$ cat src/rtl/bpp_pkg.sv
package bpp_pkg;
    localparam int DW     = 8;
    localparam int HW     = 4;
    localparam int CW     = HW + 1;
    localparam int NFLAG  = 4;
    localparam int AGT_LO = 21;
    localparam int AGT_W  = 3;
    localparam int STS_W  = AGT_LO + AGT_W;

    localparam int F_DN_MBE = 0;
    localparam int F_DN_INT = 1;
    localparam int F_UP_PAR = 2;
    localparam int F_UP_INT = 3;

    localparam logic [AGT_W-1:0] AGT_SELF    = '1;
    localparam logic [CW-1:0]    POISON_MASK = CW'(3);

    typedef struct packed {
        logic          poison;
        logic          par;
        logic [DW-1:0] data;
    } buf_word_t;

    // Hamming position of data bit idx: skips positions that are powers of two
    function automatic int unsigned data_pos(int unsigned idx);
        int unsigned res = 0;
        int unsigned n   = 0;
        for (int unsigned q = 3; q < (32'd1 << HW); q++) begin
            if (((q & (q - 1)) != 0) && (res == 0)) begin
                if (n == idx) res = q;
                n++;
            end
        end
        return res;
    endfunction

    function automatic logic [HW-1:0] hamming(logic [DW-1:0] d);
        logic [HW-1:0] h = '0;
        for (int i = 0; i < DW; i++) begin
            int unsigned pos = data_pos(i);
            for (int k = 0; k < HW; k++) begin
                if (pos[k]) h[k] ^= d[i];
            end
        end
        return h;
    endfunction

    function automatic logic [CW-1:0] ecc_encode(logic [DW-1:0] d);
        logic [HW-1:0] h = hamming(d);
        return {(^d) ^ (^h), h};
    endfunction
endpackage

$ cat src/rtl/bpp_ecc_check.sv
module bpp_ecc_check
    import bpp_pkg::*;
(
    input  logic [DW-1:0] data,
    input  logic [CW-1:0] ecc,
    output logic [DW-1:0] data_fix,
    output logic          mbe
);
    logic [HW-1:0] syn;
    logic          ovr;

    always_comb begin
        syn      = hamming(data) ^ ecc[HW-1:0];
        ovr      = ^{data, ecc};
        data_fix = data;
        if (ovr) begin
            for (int i = 0; i < DW; i++) begin
                if (HW'(data_pos(i)) == syn) data_fix[i] = ~data[i];
            end
        end
        mbe = !ovr && (syn != '0);
    end
endmodule

$ cat src/rtl/bpp_word_buf.sv
module bpp_word_buf
    import bpp_pkg::*;
#(
    parameter int DEPTH = 4
) (
    input  logic          clk,
    input  logic          rst_n,
    input  logic          wr_en,
    input  logic [DW-1:0] wr_data,
    input  logic          wr_poison,
    input  logic          wr_inject,
    output logic          full,
    input  logic          rd_en,
    output logic          not_empty,
    output buf_word_t     rd_word
);
    localparam int AW = $clog2(DEPTH);

    typedef struct packed {
        buf_word_t [DEPTH-1:0] mem;
        logic [AW-1:0]         wr_ptr;
        logic [AW-1:0]         rd_ptr;
        logic [AW:0]           count;
    } buf_state_t;

    buf_state_t st_d, st_q;
    buf_word_t  entry;
    logic       do_wr, do_rd;

    always_comb begin
        full      = (st_q.count == (AW+1)'(DEPTH));
        not_empty = (st_q.count != '0);
        rd_word   = st_q.mem[st_q.rd_ptr];
        do_wr     = wr_en && !full;
        do_rd     = rd_en && not_empty;

        // parity is taken before the optional corruption so a flip is seen on read
        entry.data   = wr_data ^ DW'(wr_inject);
        entry.par    = ^wr_data;
        entry.poison = wr_poison;

        st_d = st_q;
        if (do_wr) begin
            st_d.mem[st_q.wr_ptr] = entry;
            st_d.wr_ptr           = st_q.wr_ptr + 1'b1;
        end
        if (do_rd) st_d.rd_ptr = st_q.rd_ptr + 1'b1;
        case ({do_wr, do_rd})
            2'b10:   st_d.count = st_q.count + 1'b1;
            2'b01:   st_d.count = st_q.count - 1'b1;
            default: st_d.count = st_q.count;
        endcase
    end

    always_ff @(posedge clk) begin
        if (!rst_n) st_q <= '0;
        else        st_q <= st_d;
    end
endmodule

$ cat src/rtl/bpp_err_log.sv
module bpp_err_log
    import bpp_pkg::*;
(
    input  logic             clk,
    input  logic             rst_n,
    input  logic [NFLAG-1:0] set_flags,
    input  logic             set_agent,
    input  logic             clr_en,
    input  logic [NFLAG-1:0] clr_flags,
    input  logic [AGT_W-1:0] clr_agent,
    output logic [NFLAG-1:0] flags_q,
    output logic [AGT_W-1:0] agent_q
);
    typedef struct packed {
        logic [AGT_W-1:0] agent;
        logic [NFLAG-1:0] flags;
    } log_state_t;

    log_state_t log_d, log_q;

    always_comb begin
        log_d = log_q;
        if (clr_en) begin
            log_d.flags = log_q.flags & ~clr_flags;
            log_d.agent = log_q.agent & ~clr_agent;
        end
        // a new error wins over a clear in the same cycle
        log_d.flags = log_d.flags | set_flags;
        if (set_agent) log_d.agent = AGT_SELF;
    end

    always_ff @(posedge clk) begin
        if (!rst_n) log_q <= '0;
        else        log_q <= log_d;
    end

    assign flags_q = log_q.flags;
    assign agent_q = log_q.agent;
endmodule

$ cat src/rtl/bridge_poison_path.sv
module bridge_poison_path
    import bpp_pkg::*;
#(
    parameter int DEPTH = 4
) (
    input  logic             clk,
    input  logic             rst_n,
    input  logic             up_in_valid,
    output logic             up_in_ready,
    input  logic [DW-1:0]    up_in_data,
    input  logic [CW-1:0]    up_in_ecc,
    output logic             dn_out_valid,
    input  logic             dn_out_ready,
    output logic [DW-1:0]    dn_out_data,
    output logic             dn_out_par,
    input  logic             dn_in_valid,
    output logic             dn_in_ready,
    input  logic [DW-1:0]    dn_in_data,
    input  logic             dn_in_par,
    output logic             up_out_valid,
    input  logic             up_out_ready,
    output logic [DW-1:0]    up_out_data,
    output logic [CW-1:0]    up_out_ecc,
    input  logic             inj_dn_buf,
    input  logic             inj_up_buf,
    input  logic             sts_wr_en,
    input  logic [STS_W-1:0] sts_wr_data,
    output logic [STS_W-1:0] err_status
);
    logic [DW-1:0]    dn_fix;
    logic             dn_mbe, dn_full, dn_ne, up_full, up_ne;
    buf_word_t        dn_rd, up_rd;
    logic             dn_acc, dn_pop, up_acc, up_pop;
    logic             dn_bad, up_bad, dn_poison, up_poison, up_par_err;
    logic [NFLAG-1:0] set_flags;
    logic [NFLAG-1:0] flags_q;
    logic [AGT_W-1:0] agent_q;
    logic             unused_wr_bits;

    assign unused_wr_bits = ^sts_wr_data[AGT_LO-1:NFLAG];

    bpp_ecc_check u_ecc (
        .data     (up_in_data),
        .ecc      (up_in_ecc),
        .data_fix (dn_fix),
        .mbe      (dn_mbe)
    );

    bpp_word_buf #(.DEPTH(DEPTH)) u_dn_buf (
        .clk       (clk),
        .rst_n     (rst_n),
        .wr_en     (up_in_valid),
        .wr_data   (dn_fix),
        .wr_poison (dn_mbe),
        .wr_inject (inj_dn_buf),
        .full      (dn_full),
        .rd_en     (dn_out_ready),
        .not_empty (dn_ne),
        .rd_word   (dn_rd)
    );

    bpp_word_buf #(.DEPTH(DEPTH)) u_up_buf (
        .clk       (clk),
        .rst_n     (rst_n),
        .wr_en     (dn_in_valid),
        .wr_data   (dn_in_data),
        .wr_poison (up_par_err),
        .wr_inject (inj_up_buf),
        .full      (up_full),
        .rd_en     (up_out_ready),
        .not_empty (up_ne),
        .rd_word   (up_rd)
    );

    always_comb begin
        up_in_ready = !dn_full;
        dn_in_ready = !up_full;
        dn_acc      = up_in_valid && up_in_ready;
        up_acc      = dn_in_valid && dn_in_ready;
        up_par_err  = (^dn_in_data) != dn_in_par;

        dn_out_valid = dn_ne;
        dn_out_data  = dn_rd.data;
        dn_bad       = (^dn_rd.data) != dn_rd.par;
        dn_poison    = dn_rd.poison || dn_bad;
        dn_out_par   = (^dn_rd.data) ^ dn_poison;
        dn_pop       = dn_out_valid && dn_out_ready;

        up_out_valid = up_ne;
        up_out_data  = up_rd.data;
        up_bad       = (^up_rd.data) != up_rd.par;
        up_poison    = up_rd.poison || up_bad;
        up_out_ecc   = ecc_encode(up_rd.data) ^ (up_poison ? POISON_MASK : '0);
        up_pop       = up_out_valid && up_out_ready;

        set_flags           = '0;
        set_flags[F_DN_MBE] = dn_acc && dn_mbe;
        set_flags[F_DN_INT] = dn_pop && dn_bad && !dn_rd.poison;
        set_flags[F_UP_PAR] = up_acc && up_par_err;
        set_flags[F_UP_INT] = up_pop && up_bad && !up_rd.poison;
    end

    bpp_err_log u_log (
        .clk       (clk),
        .rst_n     (rst_n),
        .set_flags (set_flags),
        .set_agent (set_flags[F_DN_INT] || set_flags[F_UP_INT]),
        .clr_en    (sts_wr_en),
        .clr_flags (sts_wr_data[NFLAG-1:0]),
        .clr_agent (sts_wr_data[AGT_LO +: AGT_W]),
        .flags_q   (flags_q),
        .agent_q   (agent_q)
    );

    always_comb begin
        err_status                   = '0;
        err_status[NFLAG-1:0]        = flags_q;
        err_status[AGT_LO +: AGT_W]  = agent_q;
    end
endmodule

$ cat config.mk
export PLATFORM = sky130hd
export DESIGN_NAME = bridge_poison_path
export DESIGN_NICKNAME = d
export VERILOG_FILES = /design/src/rtl/bpp_pkg.sv /design/src/rtl/bpp_ecc_check.sv /design/src/rtl/bpp_word_buf.sv /design/src/rtl/bpp_err_log.sv /design/src/rtl/bridge_poison_path.sv
export SDC_FILE = /design/constraint.sdc
export NUM_CORES = 1
export LEC_CHECK = 0
export BUFFER_PORTS_ARGS = -buffer_cell sky130_fd_sc_hd__buf_2
export CAP_MARGIN = 20
export CORE_MARGIN = 3
export CORE_UTILIZATION = 56
export DETAILED_ROUTE_END_ITERATION = 8
export PLACE_DENSITY = 0.83
export SYNTH_ARGS = -nofsm -noshare
export SYNTH_HDL_FRONTEND = slang
export SYNTH_SLANG_ARGS = --single-unit
$ cat constraint.sdc
create_clock -name clk -period 2.8 [get_ports clk]
set_clock_uncertainty 0.2 [all_clocks]
set_input_delay 0.28 -clock clk [delete_from_list [all_inputs] [get_ports clk]]
set_output_delay 0.28 -clock clk [all_outputs]
set_load 0.03 [all_outputs]
=== Word-level counts from Yosys, hierarchy flattened ===
Cells that the tools add are included.
W data, S select, Z words.

* Register bits: 101
* Latch bits: 0
* Bits in writable memories: 0
* ROM bits: 0
* Bits of input ports: 55
* Memories kept: 0

* Add/sub/neg operators: 67
* Multiply operators: 0
* Divide/modulo/power cells: 0
* Order comparisons: 6
* Equal/unequal tests: 87
* Shift operators: 0
* Muxes and demuxes: 390
* Bitwise gates (word level): 47
* Reductions and logical operators: 116

{| class="wikitable"
|+ Operators by type and width
! cell !! count
|-
| $mux W32 || 335
|-
| $logic_not A32 Y1 || 83
|-
| $add A32 B1 Y32 const B || 59
|-
| $eq A32 B3 Y1 const B || 40
|-
| $eq A32 B2 Y1 const B || 20
|-
| $eq A32 B1 Y1 const B || 10
|-
| $mux W4 || 24
|-
| $bwmux W40 || 2
|-
| $bmux W10 S2 || 2
|-
| $demux W10 S2 || 2
|-
| $mux W10 || 4
|-
| $eq A4 B4 Y1 || 8
|-
| $reduce_xor A8 Y1 || 4
|-
| $xor A1 B1 Y1 || 30
|-
| $mux W3 || 8
|-
| $xor A8 B1 Y8 || 2
|-
| $logic_and A1 B1 Y1 || 13
|-
| $reduce_xor A13 Y1 || 1
|-
| $lt A2 B3 Y1 const B || 4
|-
| $pmux W3 S2 || 2
|-
| $add A2 B1 Y2 const B || 4
|-
| $mux W1 || 8
|-
| $mux W8 || 1
|-
| $not A1 Y1 || 8
|-
| 22 further kinds || 39
|}

=== Depth between registers and ports, before layout ===
Gate-level depths: netlist (run 1).

* Word-level depth: 42
* Gate-level depth with buffers: 11
* Depth with buffers taken out: 10

=== By module ===
A second synthesis (run 1) with hierarchy kept.

* Cell total of the unflattened synthesis: 533
* Area total of the unflattened synthesis: 5,666.7 um^2

{| class="wikitable"
|+ By module, submodules not included
! module !! times used !! cells each !! area an instance (um^2)
|-
| bpp_word_buf || 2 || 197 || 2,198.4
|-
| bridge_poison_path || 1 || 67 || 575.6
|-
| bpp_ecc_check || 1 || 45 || 450.4
|-
| bpp_err_log || 1 || 27 || 244.0
|}

=== Worst setup path before layout (run 1) ===
Ideal clock, no wire load.

* Kind: reg2out
* From: register u_up_buf.st_q[4] in the netlist's numbering
* To: output up_out_ecc[0]
* Data arrival time: 2,947 ps
* Data required time: 2,320 ps
* Path slack: -627 ps
* Cell stages (with the launch flop): 8
* Path through: dfxtp_1 -> buf_2 -> mux4_2 -> xor2_1 -> xnor2_1 -> xnor2_1 -> nor2_1 -> xnor2_1

* Word-level cells in the longest chain between the ends: 7
* Elaborated cells between the ends (all ways): 11

{| class="wikitable"
|+ Ends and longest elaborated chain
! item !! line !! text
|-
| start, declared || bpp_word_buf.sv:26 || <nowiki>buf_state_t st_d, st_q;</nowiki>
|-
| start signal, assigned || bpp_word_buf.sv:57 || <nowiki>else st_q <= st_d;</nowiki>
|-
| $bmux W10 S2 (*) || bpp_word_buf.sv:33 || <nowiki>rd_word = st_q.mem[st_q.rd_ptr];</nowiki>
|-
| $mux W10 (not written as such) (*) || bpp_word_buf.sv:33 ||
|-
| named net up_out_data[6] || bridge_poison_path.sv:22 || <nowiki>output logic [DW-1:0] up_out_data,</nowiki>
|-
| $reduce_xor A8 Y1 || bridge_poison_path.sv:91 || <nowiki>up_bad = (^up_rd.data) != up_rd.par;</nowiki>
|-
| $ne A1 B1 Y1 || bridge_poison_path.sv:91 ||
|-
| $logic_or A1 B1 Y1 || bridge_poison_path.sv:92 || <nowiki>up_poison = up_rd.poison || up_bad;</nowiki>
|-
| $mux W2 || bridge_poison_path.sv:93 || <nowiki>up_out_ecc = ecc_encode(up_rd.data) ^ (up_poison ? POISON_MASK : '0);</nowiki>
|-
| $xor A5 B2 Y5 (*) || bridge_poison_path.sv:93 ||
|-
| end, declared || bridge_poison_path.sv:23 || <nowiki>output logic [CW-1:0] up_out_ecc,</nowiki>
|}

The timed path passes the listed nets; every way through them passes the cells marked *. The select of a mux whose other input is x is not followed.

=== Final worst setup path (run 1) ===
* From: register u_up_buf.st_q[4] in the netlist's numbering
* To: output up_out_ecc[1]

* Word-level cells in the longest chain between the ends: 7
* Elaborated cells between the ends (all ways): 11

{| class="wikitable"
|+ Ends and longest elaborated chain
! item !! line
|-
| $bmux W10 S2 (*) || bpp_word_buf.sv:33
|-
| $mux W10 (not written as such) (*) || bpp_word_buf.sv:33
|-
| $reduce_xor A8 Y1 / $xor A1 B1 Y1 (equally long branches) || bridge_poison_path.sv:91, bpp_pkg.sv:42
|-
| $ne A1 B1 Y1 / $xor A1 B1 Y1 (equally long branches) || bridge_poison_path.sv:91, bpp_pkg.sv:42
|-
| $logic_or A1 B1 Y1 / $xor A1 B1 Y1 (equally long branches) || bridge_poison_path.sv:92, bpp_pkg.sv:42
|-
| $mux W2 / $xor A1 B1 Y1 (equally long branches) || bridge_poison_path.sv:93, bpp_pkg.sv:42
|-
| $xor A5 B2 Y5 (*) || bridge_poison_path.sv:93
|}

Mark *: on every way between the ends. The rest lies on a longest branch, timed or not. The select of a mux whose other input is x is not followed.

==> results.cfg, run 1 <==
[power_and_ir_drop]
power.static_leakage_uw = 0.00294
power_density_nw_per_um2 = 1020
max-vdd-ir-drop_mv = 1.26

[detailed_routing]
first_iter_violations = 342
num_vias = 4583
detail_route.wirelength_mm = 13.5
routedWlPerCell_um = 16.3
drtPass1Iterations = 5
number_of_nets_with_antenna_violations_after_routing = 0
post_drt_via_cell_ratio = 5.56
drc = 0

[synthesis]
yosys.area.top_type_share_pct = 36.0
synth_area_um2 = 5610
synthDominantAreaCellType = sky130_fd_sc_hd__dfxtp_1
ys.warnings.count = 0
synth_edf_count = 0
yosys.cell_types.count = 38
ys_seq_area_share_pct = 36.0
yosys_most_used_dff = sky130_fd_sc_hd__dfxtp_1
synth_cells = 616
async_reset_ff_share_pct = 0
syn_avg_cell_area_um2 = 9.11
number_of_synthesized_register_bits = 101
synth.area.top_cells = sky130_fd_sc_hd__dfxtp_1, sky130_fd_sc_hd__xnor2_1, sky130_fd_sc_hd__mux4_2

[critical_path]
crit_path_to = up_out_ecc[1]
cp_max_fo = 3
timing.critical_path.from = u_up_buf.st_q[4]$_SDFFE_PN0N_
maximum_cell_stage_delay_along_the_critical_path_ns = 0.55
ff2ff_setup_slack_ns = 0.15
critPathLaunchType = register
cpMaxStageDelayCell = sky130_fd_sc_hd__mux4_2
number_of_cells_on_the_worst_reg_to_reg_path = 11
endpoint_kind = output port
crit_required_ns = 2.32
crit_arrival_ns = 2.53
worst_r2r_startpoint = u_dn_buf.st_q[3]$_SDFFE_PN0P_
timing.critical_path.cells = mux4_2 > xor2_2 > xnor2_2 > xnor2_2 > xnor2_2 > nor2_4 > xnor2_4 > buf_6
timing.critical_path.mode_cell = sky130_fd_sc_hd__xnor2_2
path_class = register to output port
r2r-end = u_log.agent_q[2]$_SDFFE_PN0P_

[cells_and_area]
fin_cells = 825
layout.nets = 758
share_of_final_layout_standard_cells_stronger_than_drive_strength_1_pct = 24.0
finalCoreUtilization_pct = 70.1
n_antenna_cell = 0
n_fill_cell = 704
finalInstanceArea_um2 = 6660
area_growth_pct = 18.6

[global_route]
first_global_vias = 4516
gr-usage-all-layers_pct = 23.8
globalRoute.totalOverflow = 0
grt_pass1_wl_mm = 21.5
groute.layer.met3.usage_pct = 5.65
antenna_found_initial = 0
met2_capacity_usage_during_global_routing_pct = 44.8
gr-max-usage-layer = met2
grtUsageMet1_pct = 27.3
grt_max_degree = 49

[place]
placed_cells = 794
placed_cell_area_um2 = 6170
routabilityCongestion = 0.837
place.port_buffers = 70
post-dp-hpwl_mm = 9.44

[die]
die-height_um = 106
placeableCoreArea_um2 = 9500
fp.dieW_um = 106
design.portCount = 105
placement_rows = 35
initial_core_util_pct = 59.1
dieArea_um2 = 11300

[worst_hold_path]
hold_depth = 3
worst_hold_path_type = primary input to register

[timing]
final-setup-viol-count = 4
hold-worst-slack_ns = 0.00756
slew-limit-headroom_pct = 53.5
finalCritPeriodShare_pct = 107
fin_tns_setup_ns = -0.621
rsz0062_at_grt = true
postLayoutSetupSlackWorst_ns = -0.206
drv_slew = 0
tightestPinTransition_ns = 0.698
highest_attainable_clock_frequency_mhz = 333
final_hold_viol_count = 0
timing.final.crit_period_ns = 3.01

[clock_tree]
cts.sinks = 101
cts_max_level = 3
cts-buffers-inserted = 9
tritoncts = built
clock_insertion_delay_worst_skew_ns = 0.38
clk_root_buffer_cell = sky130_fd_sc_hd__clkbuf_8
ctsLongestPathBuffers = 2
clkTransAtPathRegs_ns = 0.10

[outcome]
outcome = complete, but fails checks
violations = setup timing

[flow_run]
drv_cap = 0
==> flip-flops by register name, indices dropped and copies added, names as in the netlist <==
register,count
u_dn_buf.st_q,47
u_up_buf.st_q,47
u_log.agent_q,3
u_log.flags_q,4
==> worst max-delay path, delay by kind of cell, from the launching register on <==
family	cells	cell delay [ns]
XOR/XNOR	5	0.86
AND/OR/NAND/NOR	1	0.21
multiplexers	1	0.55
flip-flops	1	0.37
buffers and inverters	1	0.15
==> stage by stage <==
step | setup slack (ns) | power [uW]
2_1_floorplan | 0.0101 | 4470
3_3_place_gp | 0.0404 | 5140
3_5_place_dp | -0.0259 | 5250
4_1_cts | -0.211 | 6710
5_1_grt | -0.300 | 7180
6_report | -0.206 | 6810
==> where the power goes <==
group / switching (uW) / internal (uW)
clock: 530 / 446
combinational: 2170 / 1880
sequential: 134 / 1660
==> timing repair <==
item	CTS	global route
buffers inserted	10	1
resized for setup	21	10
endpoints found under the setup margin	4	7
endpoints found under the hold margin	7	0
pin swaps	11	6
hold buffers	5	0
==> worst min path at each step <==
stage,start,end,slack [ns]
2_1_floorplan,dn_in_data[3],u_up_buf.st_q[10]$_SDFFE_PN0P_,0.24
3_3_place_gp,u_up_buf.st_q[10]$_SDFFE_PN0P_,u_up_buf.st_q[10]$_SDFFE_PN0P_,0.25
3_5_place_dp,u_log.flags_q[1]$_SDFF_PN0_,u_log.flags_q[1]$_SDFF_PN0_,0.25
4_1_cts,dn_in_data[1],u_up_buf.st_q[28]$_SDFFE_PN0P_,0.002
5_1_grt,dn_in_data[1],u_up_buf.st_q[18]$_SDFFE_PN0P_,0.01
6_report,dn_in_data[1],u_up_buf.st_q[28]$_SDFFE_PN0P_,0.008
==> final cells by class <==
cell class                 count  area (um^2)  share of cell area (%)
clock inverter                 6         70.1                    1.05
sequential                   101         2030                    30.5
inverter                      15         56.3                   0.846
tap                          129          161                    2.42
timing repair buffer         105          682                    10.2
clock buffer                  10          138                    2.07
multi-input combinational    459         3520                    52.9
==> cells by family (layout without fill, tap and decap cells) <==
group | Yosys count | after routing | share of synthesized area, %
XOR/XNOR | 84 | 84 | 14.4
buffers and inverters | 72 | 136 | 6.15
other | 1 | 17 | 0.0668
adder cells (fa/ha/maj) | 12 | 12 | 2.94
AND/OR/NAND/NOR | 209 | 209 | 17.1
AO/OA/AOI/OAI | 114 | 114 | 14.8
multiplexers | 23 | 23 | 8.56
flip-flops | 101 | 101 | 36.0
==> cells in the final DEF, fill, tap and decap left out, types with 9 or more instances in the layout <==
cell type,instances
sky130_fd_sc_hd__inv_1,15
sky130_fd_sc_hd__nand2_1,110
sky130_fd_sc_hd__xnor2_2,15
sky130_fd_sc_hd__o21ai_0,31
sky130_fd_sc_hd__xor2_1,9
sky130_fd_sc_hd__a21boi_0,37
sky130_fd_sc_hd__conb_1,17
sky130_fd_sc_hd__xnor2_1,48
sky130_fd_sc_hd__ha_1,10
sky130_fd_sc_hd__clkbuf_8,10
sky130_fd_sc_hd__buf_2,65
sky130_fd_sc_hd__dfxtp_1,97
sky130_fd_sc_hd__nor2_1,13
sky130_fd_sc_hd__mux4_2,20
sky130_fd_sc_hd__buf_4,28
sky130_fd_sc_hd__nand3_1,32
sky130_fd_sc_hd__o211a_1,28
sky130_fd_sc_hd__and2_1,34
==> Yosys cell counts (all sizes together) (2+ instances only) <==
master / number
mux4: 20
xnor2: 67
nand3b: 2
o211a: 28
nand2: 111
xor2: 14
a21boi: 37
mux2i: 3
a21o: 2
buf: 22
o21a: 3
a31oi: 4
o21ai: 31
dfxtp: 101
inv: 15
a21oi: 5
or3: 5
o22ai: 3
xnor3: 3
and2: 34
nor2b: 2
nor2: 14
nor3: 2
ha: 10
fa: 2
clkbuf: 35
nand3: 32
and3: 4
==> routing by layer <==
metal / wire length [um] / vias to the layer above
met5: 0 / -
met1: 5340 / 2203
met4: 130 / 0
li1: - / 2200
met3: 736 / 12
met2: 7260 / 168
Note: power is estimated with default switching activity, not from simulation.
==> run 2: changes to the inputs <==
- CORE_ASPECT_RATIO: not set -> 2
==> results.cfg, run 2 (same netlist as run 1, synthesis figures left out) <==
[outcome]
outcome = complete, but fails checks
violations = setup timing

[power_and_ir_drop]
power.static_leakage_uw = 0.00297
p_total_uw = 7160
power_density_nw_per_um2 = 1070
max-vdd-ir-drop_mv = 0.954

[cells_and_area]
n_antenna_cell = 0
final_common_cell = sky130_fd_sc_hd__nand2_1
finalCoreUtilization_pct = 68.9
n_fill_cell = 750
area_growth_pct = 19.8
share_of_final_layout_standard_cells_stronger_than_drive_strength_1_pct = 24.5
layout_common_cells = sky130_fd_sc_hd__nand2_1, sky130_fd_sc_hd__dfxtp_1, sky130_fd_sc_hd__buf_2
layout.nets = 759

[critical_path]
crit_arrival_ns = 2.57
maximum_cell_stage_delay_along_the_critical_path_ns = 0.57
cpMaxStageDelayCell = sky130_fd_sc_hd__mux4_2
cp_max_fo = 6
number_of_cells_on_the_worst_reg_to_reg_path = 11
path_class = register to output port
timing.critical_path.cells = buf_6 > mux4_2 > xor2_4 > buf_6 > xnor2_4 > xnor2_2 > nor2_4 > xnor2_4 > buf_6
crit_required_ns = 2.32
critPathLaunchType = register
endpoint_kind = output port
timing.critical_path.mode_cell = sky130_fd_sc_hd__buf_6

[timing]
final-setup-viol-count = 3
final_hold_viol_count = 0
drv_slew = 0
timing.final.crit_period_ns = 3.05
rsz0062_at_grt = true
slew-limit-headroom_pct = 56.9
postLayoutSetupSlackWorst_ns = -0.248
finalCritPeriodShare_pct = 109
highest_attainable_clock_frequency_mhz = 328
tightestPinTransition_ns = 0.646

[worst_hold_path]
hold_depth = 4
worst_hold_path_type = primary input to register

[clock_tree]
ctsLongestPathBuffers = 2
clk_root_buffer_cell = sky130_fd_sc_hd__clkbuf_16
clkTransAtPathRegs_ns = 0.07
cts.sinks = 101
tritoncts = built
cts-buffers-inserted = 9
cts_hold_buf = 0
cts_max_level = 3
clock_insertion_delay_worst_skew_ns = 0.34

[global_route]
globalRoute.totalOverflow = 0
grt_pass1_wl_mm = 22.5
antenna_found_initial = 0
gr-usage-all-layers_pct = 24.7
first_global_vias = 4819
grt_max_degree = 52

[die]
placeableCoreArea_um2 = 9760
placement_rows = 51
design.portCount = 105
initial_core_util_pct = 57.5
dieArea_um2 = 11300
fp.dieW_um = 76.8
die-height_um = 148

[detailed_routing]
detail_route.wirelength_mm = 13.5
number_of_nets_with_antenna_violations_after_routing = 0
first_iter_violations = 268
routedWlPerCell_um = 16.3
num_vias = 4645
post_drt_via_cell_ratio = 5.60
drtPass1Iterations = 4
drc = 0

[place]
place.port_buffers = 70
setup_slack_after_placement_ns = -0.0344
routabilityCongestion = 0.880
post-dp-hpwl_mm = 10.4

[flow_run]
drv_cap = 0
## run 2: cell types whose count changed in the layout (fill, tap and decap cells not counted), moves of 3 or more
cell	change
sky130_fd_sc_hd__clkbuf_16	+9
sky130_fd_sc_hd__buf_6	+3
sky130_fd_sc_hd__clkinvlp_4	+3
sky130_fd_sc_hd__dlygate4sd3_1	-5
sky130_fd_sc_hd__clkbuf_8	-10
sky130_fd_sc_hd__buf_4	+4
## run 2: worst max-delay path, delay by kind of cell (launching register included)
family	cells	cell delay (ns)
and+or+nand+nor	1	0.21
muxes	1	0.57
xor gates and xnor gates	4	0.68
buffers and inverters	3	0.42
DFF	1	0.35
## run 2: cell type report
type	count	area, um^2	share of cell area, %
Multi-Input combinational cell	459	3510	52.1
Sequential cell	101	2030	30.2
Timing Repair Buffer	106	661	9.83
Clock buffer	9	225	3.35
Tap cell	132	165	2.46
Clock inverter	7	81.3	1.21
Inverter	15	56.3	0.837
## run 2: per-layer routing
metal | track usage (%) | vias up | wire [um]
li1 | - | 2205 | -
met1 | 22.9 | 2277 | 4500
met2 | 50.2 | 131 | 8060
met3 | 3.41 | 32 | 450
met4 | 12.1 | 0 | 501
met5 | 0 | - | 0
## run 2: worst paths after layout
path	startpoint	slack, ns	endpoint
min	sts_wr_data[3]	0.02	u_log.flags_q[3]$_SDFF_PN0_
max	u_up_buf.st_q[4]$_SDFFE_PN0N_	-0.25	up_out_ecc[0]
max reg2reg	u_up_buf.st_q[4]$_SDFFE_PN0N_	0.11	u_log.agent_q[1]$_SDFFE_PN0P_
min reg2reg	u_up_buf.st_q[30]$_SDFFE_PN0P_	0.27	u_up_buf.st_q[30]$_SDFFE_PN0P_
## run 2: per-stage QoR
step / hold WS, ns / cell area, um^2 / cells / TNS (ns)
6_report: 0.0250 / 6720 / 829 / -0.693
5_1_grt: 0.0509 / 6720 / 829 / -0.956
4_1_cts: 0.0158 / 6670 / 826 / -0.782
3_5_place_dp: 0.258 / 6220 / 807 / -0.0659
2_1_floorplan: 0.236 / 5780 / 632 / 0
3_3_place_gp: 0.248 / 6220 / 807 / 0
## run 2: power breakdown
| group | switching, uW | total (uW) | internal, uW |
|---|---|---|---|
| Clock | 571 | 1280 | 706 |
| Sequential | 134 | 1790 | 1660 |
| Combinational | 2190 | 4100 | 1910 |
| Total | 2890 | 7160 | 4270 |
## run 2: what timing repair did
item                       4_1_cts  5_1_grt
hold endpoints to repair         0        0
setup buffers                    3        3
setup endpoints to repair        4        7
pin swaps                        9        7
resized for setup               23        7
==> run 3: changes to the inputs <==
- CORE_UTILIZATION: 56 -> 25
- PLACE_DENSITY: 0.83 -> 0.45
==> results.cfg, run 3 (same netlist as run 1, synthesis figures left out) <==
[critical_path]
endpoint_kind = output port
timing.critical_path.mode_cell = sky130_fd_sc_hd__xnor2_4
path_class = register to output port
crit_required_ns = 2.32
worst_r2r_startpoint = u_up_buf.st_q[3]$_SDFFE_PN0N_
crit_path_to = up_out_ecc[0]
critPathLaunchType = register
cp_top_family = XOR/XNOR gates
timing.critical_path.cells = mux4_2 > xor2_2 > xnor2_1 > buf_4 > xnor2_4 > xnor2_2 > nor2_4 > xnor2_4 > buf_6
r2r-end = u_log.agent_q[1]$_SDFFE_PN0P_
ff2ff_setup_slack_ns = 0.19
crit_arrival_ns = 2.55
cpMaxStageDelayCell = sky130_fd_sc_hd__mux4_2
worst-path-buf-inv = 2
timing.critical_path.from = u_up_buf.st_q[3]$_SDFFE_PN0N_
maximum_cell_stage_delay_along_the_critical_path_ns = 0.56
number_of_cells_on_the_worst_reg_to_reg_path = 10
cp_max_fo = 3
path_depth = 9

[timing]
postLayoutSetupSlackWorst_ns = -0.234
finalCritPeriodShare_pct = 108
tightestPinTransition_ns = 0.674
drv_slew = 0
rsz0062_at_grt = true
fin_tns_setup_ns = -0.598
timing.final.crit_period_ns = 3.03
highest_attainable_clock_frequency_mhz = 330
final_hold_viol_count = 0
slew-limit-headroom_pct = 55.1
final-setup-viol-count = 3

[die]
placeableCoreArea_um2 = 22100
design.portCount = 105
placement_rows = 77
fp.dieW_um = 112
die-height_um = 218
dieArea_um2 = 24400
initial_core_util_pct = 25.4

[global_route]
first_global_vias = 4520
antenna_found_initial = 1
grt_pass1_wl_mm = 24.2
globalRoute.totalOverflow = 0
grt_max_degree = 48
gr-usage-all-layers_pct = 12.9

[power_and_ir_drop]
max-vdd-ir-drop_mv = 1.27
power_density_nw_per_um2 = 1010
power.static_leakage_uw = 0.00305

[cells_and_area]
n_fill_cell = 2336
layout_common_cells = sky130_fd_sc_hd__nand2_1, sky130_fd_sc_hd__dfxtp_1, sky130_fd_sc_hd__buf_2
n_antenna_cell = 0
area_growth_pct = 26.1
final-seq-area_um2 = 2030
multiInputGateArea_um2 = 3550
finalInstanceArea_um2 = 7080
share_of_final_layout_standard_cells_stronger_than_drive_strength_1_pct = 25.9
layout.nets = 772
final_common_cell = sky130_fd_sc_hd__nand2_1

[detailed_routing]
first_iter_violations = 146
number_of_nets_with_antenna_violations_after_routing = 0
num_vias = 4393
detail_route.wirelength_mm = 15.3
drtPass1Iterations = 4
post_drt_via_cell_ratio = 4.46
routedWlPerCell_um = 15.6
drc = 0

[clock_tree]
clkTransAtPathRegs_ns = 0.07
clock_insertion_delay_worst_skew_ns = 0.36
cts_max_level = 3
clk_root_buffer_cell = sky130_fd_sc_hd__clkbuf_16
tritoncts = built
cts-buffers-inserted = 9
ctsLongestPathBuffers = 2
cts.sinks = 101

[place]
post-dp-hpwl_mm = 11.9
placed_cell_area_um2 = 6460
place.port_buffers = 70
setup_slack_after_placement_ns = -0.0749
routabilityCongestion = 0.786

[outcome]
outcome = complete, but fails checks
violations = setup timing

[flow_run]
drv_cap = 0

[worst_hold_path]
worst_hold_path_type = primary input to register
==> run 3: cell count changes in the layout (fill, tap and decap cells not counted), moves of 2 or more <==
cell                            change
sky130_fd_sc_hd__buf_12             +3
sky130_fd_sc_hd__buf_4              +7
sky130_fd_sc_hd__clkinv_4           +2
sky130_fd_sc_hd__clkinvlp_4         -3
sky130_fd_sc_hd__dlygate4sd3_1      +2
sky130_fd_sc_hd__xnor2_2            -3
sky130_fd_sc_hd__xnor2_4            +3
==> run 3: final cells by class <==
cell class,instances,area share (%)
repair buffers,119,11.4
clock buffers,11,3.43
inverters,15,0.796
flip-flops and latches,101,28.7
multi-input cells,459,50.2
clock inverters,5,0.601
well taps,276,4.88
==> run 3: worst min path at each step <==
stage                              startpoint                             end  slack (ns)  cells past startpoint
6_report                        dn_in_data[1]  u_up_buf.st_q[18]$_SDFFE_PN0P_        0.04                      3
3_3_place_gp   u_up_buf.st_q[24]$_SDFFE_PN0P_  u_up_buf.st_q[24]$_SDFFE_PN0P_        0.25                      2
2_1_floorplan                   dn_in_data[3]  u_up_buf.st_q[10]$_SDFFE_PN0P_        0.24                      2
3_5_place_dp      u_log.flags_q[1]$_SDFF_PN0_     u_log.flags_q[1]$_SDFF_PN0_        0.26                      2
4_1_cts                         dn_in_data[3]  u_up_buf.st_q[30]$_SDFFE_PN0P_        0.02                      3
5_1_grt                         dn_in_data[3]  u_up_buf.st_q[40]$_SDFFE_PN0P_        0.04                      3
==> run 3: repair_timing <==
action | CTS | global route
endpoints found under the setup margin | 4 | 9
resized for setup | 25 | 13
hold buffers | 2 | 0
pin swaps | 9 | 6
cloned | 0 | 0
buffers inserted | 12 | 4
hold endpoints to repair | 2 | 0
==> run 3: tightest hold or removal path: cells and delay by family <==
kind            cells  cell delay, ns
compound gates      1            0.06
simple gates        1            0.07
buf+inv             1            0.14
==> run 3: power by group <==
| group | total, uW | switching [uW] | internal, uW |
|---|---|---|---|
| Sequential | 1790 | 132 | 1660 |
| Combinational | 4130 | 2190 | 1940 |
| Clock | 1230 | 589 | 639 |
| Total | 7150 | 2910 | 4240 |
==> run 3: metal layers <==
| layer | share of wire [%] | wire length [um] | track usage, % |
|---|---|---|---|
| met5 | 0.059 | 9 | 0 |
| met3 | 3.0 | 454 | 2.33 |
| met1 | 34 | 5270 | 11.8 |
| met4 | 2.5 | 377 | 5.33 |
| met2 | 60 | 9220 | 26.8 |
==> run 3: through the flow <==
| step | power (uW) | hold slack (ns) | instances | utilization (%) |
|---|---|---|---|---|
| final | 7150 | 0.0375 | 986 | 32.1 |
| after global routing | 7620 | 0.0396 | 986 | 32.1 |
| after CTS | 7220 | 0.0165 | 984 | 31.7 |
| after detailed placement | 5490 | 0.256 | 954 | 29.3 |
| after global placement | 5470 | 0.253 | 954 | 29.3 |
| after floorplan | 4470 | 0.236 | 632 | - |
